`config.mk`:
```
export PLATFORM = sky130hd
export DESIGN_NAME = dram_cmd_picker
export DESIGN_NICKNAME = d
export VERILOG_FILES = /design/src/rtl/dram_cmd_picker.sv
export SDC_FILE = /design/constraint.sdc
export NUM_CORES = 1
export LEC_CHECK = 0
export ABC_AREA = 1
export BUFFER_PORTS_ARGS = -buffer_cell sky130_fd_sc_hd__buf_2
export CORE_AREA = 2 2 87 89
export DETAILED_ROUTE_END_ITERATION = 10
export DIE_AREA = 0 0 89 91
export PLACE_DENSITY_LB_ADDON = 0.12
export RECOVER_POWER = 50
export SLEW_MARGIN = 0
export SYNTH_ARGS = -nofsm -noshare
export SYNTH_HDL_FRONTEND = slang
export SYNTH_SLANG_ARGS = --single-unit
```
`constraint.sdc`:
```
create_clock -name clk -period 5.4 [get_ports clk]
set_input_delay 0.54 -clock clk [delete_from_list [all_inputs] [get_ports clk]]
set_output_delay 0.54 -clock clk [all_outputs]
set_load 0.02 [all_outputs]
```
`src/rtl/dram_cmd_picker.sv`:
```
module dram_cmd_picker #(
  parameter int NREQ = 8,
  parameter int AW   = 13,
  parameter int BW   = 3
) (
  input  logic                     clk,
  input  logic                     rst_n,
  input  logic                     rd_en,
  input  logic                     wr_en,
  input  logic                     cmd_en,
  input  logic                     act_en,
  input  logic [NREQ-1:0]          req_valid,
  input  logic [NREQ-1:0][AW-1:0]  req_addr,
  input  logic [NREQ-1:0][BW-1:0]  req_bank,
  input  logic [NREQ-1:0]          req_cas,
  input  logic [NREQ-1:0]          req_ras,
  input  logic [NREQ-1:0]          req_we,
  input  logic [NREQ-1:0]          req_is_cmd,
  input  logic [NREQ-1:0]          req_is_read,
  input  logic [NREQ-1:0]          req_is_write,
  output logic [NREQ-1:0]          req_ready,
  output logic                     cmd_valid,
  input  logic                     cmd_ready,
  output logic [AW-1:0]            cmd_addr,
  output logic [BW-1:0]            cmd_bank,
  output logic                     cmd_cas,
  output logic                     cmd_ras,
  output logic                     cmd_we,
  output logic                     cmd_is_cmd,
  output logic                     cmd_is_read,
  output logic                     cmd_is_write,
  output logic                     is_rd,
  output logic                     is_wr,
  output logic                     is_act,
  output logic                     cmd_accept
);
  localparam int IW = (NREQ > 1) ? $clog2(NREQ) : 1;

  logic [IW-1:0]   grant, grant_nxt;
  logic [NREQ-1:0] elig;
  logic            s_cas, s_ras, s_we;

  for (genvar g = 0; g < NREQ; g++) begin : g_slot
    logic act_kind;
    assign act_kind  = req_ras[g] & ~req_cas[g] & ~req_we[g];
    assign elig[g]   = req_valid[g] &
                       ((req_is_read[g] & rd_en) |
                        (req_is_write[g] & wr_en) |
                        (req_is_cmd[g] & cmd_en & (~act_kind | act_en)));
    assign req_ready[g] = cmd_accept & (grant == IW'(g));
  end

  always_comb begin
    logic [IW:0] t;
    grant_nxt = grant;
    for (int k = NREQ; k >= 1; k--) begin
      t = {1'b0, grant} + (IW+1)'(k);
      if (t >= (IW+1)'(NREQ)) t = t - (IW+1)'(NREQ);
      if (elig[t[IW-1:0]]) grant_nxt = t[IW-1:0];
    end
  end

  always_ff @(posedge clk) begin
    if (!rst_n)                       grant <= '0;
    else if (!cmd_valid || cmd_ready) grant <= grant_nxt;
  end

  assign s_cas = req_cas[grant];
  assign s_ras = req_ras[grant];
  assign s_we  = req_we[grant];

  assign cmd_valid    = elig[grant];
  assign cmd_addr     = req_addr[grant];
  assign cmd_bank     = req_bank[grant];
  assign cmd_cas      = cmd_valid & s_cas;
  assign cmd_ras      = cmd_valid & s_ras;
  assign cmd_we       = cmd_valid & s_we;
  assign cmd_is_cmd   = cmd_valid & req_is_cmd[grant];
  assign cmd_is_read  = cmd_valid & req_is_read[grant];
  assign cmd_is_write = cmd_valid & req_is_write[grant];
  assign is_rd        =  s_cas & ~s_ras & ~s_we;
  assign is_wr        =  s_cas & ~s_ras &  s_we;
  assign is_act       = ~s_cas &  s_ras & ~s_we;
  assign cmd_accept   = cmd_valid & cmd_ready;

  a_r4_hold: assert property (@(posedge clk) disable iff (!rst_n)
    (cmd_valid && !cmd_ready) |=> grant == $past(grant));

  a_r5_advance: assert property (@(posedge clk) disable iff (!rst_n)
    (cmd_accept && $countones(elig) > 1) |=> grant != $past(grant));

  a_r7_onehot: assert property (@(posedge clk) disable iff (!rst_n)
    $onehot0(req_ready) && (req_ready == '0 || cmd_ready));

  a_r2_act_gate: assert property (@(posedge clk) disable iff (!rst_n)
    (cmd_valid && is_act && !cmd_is_read && !cmd_is_write) |-> (cmd_en && act_en));

  a_r3_idle: assert property (@(posedge clk) disable iff (!rst_n)
    !cmd_valid |-> !(cmd_cas || cmd_ras || cmd_we || cmd_accept));
endmodule

```
==> flow_metrics.tcl <==
set metrics [dict create \
    status "finished, violations left" \
    violations "max-capacitance violations, max-slew violations" \
    regMostFlops "grant" \
    cts_root_buf "clkbuf_8" \
    num_antenna_cells 0 \
    max_slew_margin -0.1557 \
    numCtsBuffers 3 \
    cts_tree "built" \
    yosysWarnings 0 \
    yosys.area_share.simple 0.5458 \
    p_leak_nw 2.238 \
    pin_count 226 \
    cts_sinks 3 \
    wl_mm 13.45 \
    seqPwrFrac 0.032 \
    worstPathCellList "clkbuf_2 -> nand3_1 -> nand3_1 -> nand2_1 -> nand2_2 -> nand2_1 -> a2111oi_0 -> buf_2" \
    clock_latency_ns 0.22 \
    vdd_drop_max_mv 0.4491 \
    placed_area_um2 3839 \
    drc 0 \
    vias 4538 \
    grt_start_max_net_pins 97 \
    routabilityCongestion 0.9392 \
    postCtsSetupBuffers 0 \
    finalSetupViolCount 0 \
    nets 966 \
    design_area_um2 3844 \
    holdBufCountCts 0 \
    ys_types 32 \
    syn-cell-area_um2 2733 \
    synthCells 567 \
    synthMuxAreaShare 0 \
    maxSlewViolCount 97 \
    initial_core_util 0.3829 \
    grt_pass1_vias 4422 \
    hpwl_mm 10.84 \
    cts_resized 0 \
    synth_nets 765 \
    clkTransAtPathRegs_ns 0.03 \
    coreArea_um2 7137 \
    die_w_um 89 \
    final_cell_mix "buf_2, nor2_1, nand2_1" \
    post-route-min-period_ns 4.396 \
    grt_usage 0.3219 \
    critical_path_required_ns 4.86 \
    crit_fanout 96 \
    top_regs "grant x3" \
    grt_pass1_wl_mm 20.81 \
    start_kind "flop" \
    cp_slowest_stage_delay_ns 1.22 \
    power_density_nw_per_um2 489.6 \
    p_sw_mw 1.244 \
    largest_reg_flops 3 \
    via_per_inst 5.240 \
    die_area_um2 8099 \
    hp-class "in -> reg" \
    drt_first_pass_iters 4 \
    post_synth.cell_area_avg_um2 4.819 \
    drive_above_1_share 0.3194 \
    core.rowCount 31 \
    hold_viol 0 \
    yosys.area_share.xor_xnor 0.01007 \
    clk_path_buf_depth 2 \
    synth_top_family_by_area "simple AND/OR/NAND/NOR gates" \
    p_int_mw 0.6385 \
    die_h_um 91 \
    postRouteAntennaNets 0 \
    grt.overflow.total 0 \
    max_cap_viol_count 1 \
    worst_pin_slew_ns 1.734 \
    wire_per_inst_um 15.54 \
    arrival_ns 3.86 \
    critPathBufInv 2 \
    finalCritPeriodShare 0.8140 \
    finalSetupTns_ns 0 \
    cpMaxStageDelayCell "clkbuf_2" \
    grt_setup_unrepaired "false" \
    utilization 0.5386 \
    synth-compound-area-share 0.2546 \
    swShare 0.6607 \
    area_delta_synth_final_pct 40.66 \
    yosys.area_share.adder 0.03205 \
    fmax_mhz 227.5 \
    seq_area_frac_synth 0.02198 \
    drt_iter0_markers 236 \
    ys_ff_latch 3 \
    htreeDepth 1 \
    criticalPathCategory "reg -> out" \
    p_clk_frac 0.035 \
    io_buffers 225 \
    fin_skew_ns 0.0005797 \
    pwr-share-comb 0.933 \
    final_common_cell "buf_2" \
    cp-end-kind "output port" \
    antenna_found_initial 0 \
    critical_path.top_delay_family "buffers and inverters" \
]
[per-layer routing]
metal	GRT usage	vias to the layer above	part of all wire
li1	-	2254	-
met1	0.3777	1972	0.40
met2	0.5466	266	0.46
met3	0.08091	46	0.099
met4	0.1318	0	0.043
met5	0	-	0
[Yosys cell counts (all sizes together)]
cell     number  area [µm²]
clkinv        1       3.750
a21oi        18       93.84
clkbuf       13       48.80
nand4         2       12.51
a2111oi       2       17.52
buf          18       111.4
a32o          4       40.04
xor2          1       27.53
o21ai        74       370.4
nand3        60       330.3
dfxtp         3       60.06
o2111ai      15       131.4
nor2        158       625.6
inv          55       206.5
nand2       128       513.0
a31oi         2       12.51
a22o          1       8.760
a211oi        2       15.01
nor3          2       10.01
ha            7       87.58
o22ai         1       6.260
[power by group through the flow]
stage | Clock, mW | Combinational [mW] | Sequential, mW
global route | 0.0704 | 1.96 | 0.0644
detailed placement | 0 | 1.76 | 0.0611
finish | 0.0653 | 1.76 | 0.0607
CTS | 0.0657 | 1.77 | 0.0604
floorplan | 0 | 1.31 | 0.0429
global placement | 0 | 1.75 | 0.0599
[cells by family (layout without fill, tap and decap cells)]
logic type               Yosys count  after routing
AO/OA/AOI/OAI                    119            119
XOR/XNOR                           1              1
adder cells (fa/ha/maj)            7              7
buffers and inverters             87            287
flip-flops                         3              3
AND/OR/NAND/NOR                  350            350
[path summary, 6_finish.rpt]
path	endpoint	depth (start not counted)	slack, ns	start
worst min register to register	grant[1]$_SDFFE_PN0P_	5	0.92	grant[1]$_SDFFE_PN0P_
worst max register to register	grant[1]$_SDFFE_PN0P_	14	1.90	grant[0]$_SDFFE_PN0P_
worst min-delay path	grant[0]$_SDFFE_PN0P_	3	0.59	rst_n
worst max-delay path	cmd_is_cmd	8	1.00	grant[0]$_SDFFE_PN0P_
[worst register-to-register path, cell delays in order, from the launching register on]
cell      delay (ns)
dfxtp_2         0.32
clkbuf_2        1.22
nand3_1         0.43
nand3_1         0.23
nand2_1         0.11
nand2_2         0.06
nand2_1         0.29
nand2_2         0.16
inv_1           0.05
nand2_1         0.06
nor2_2          0.04
nor2_1          0.19
nand3_1         0.10
nor2_1          0.11
nor2_1          0.05
[per-stage QoR]
stage                     setup WS, ns  cells  power [mW]  hold slack (ns)
after floorplan                  2.545    567       1.348           0.6607
after global placement           1.899    862       1.809           0.8045
after detailed placement         1.800    862       1.823           0.8102
after CTS                        1.559    866       1.897           0.5867
after global routing            0.7746    866       2.099           0.5900
final                            1.004    866       1.882           0.5856
[layout make-up]
class | count | area, µm²
clock buffer | 4 | 45.04
multi-input combinational | 477 | 2282
inverter | 56 | 210.2
tap | 99 | 123.9
sequential | 3 | 61.31
fill | 841 | 3293
timing repair buffer | 227 | 1121
Note: power is estimated with default switching activity, not from simulation.
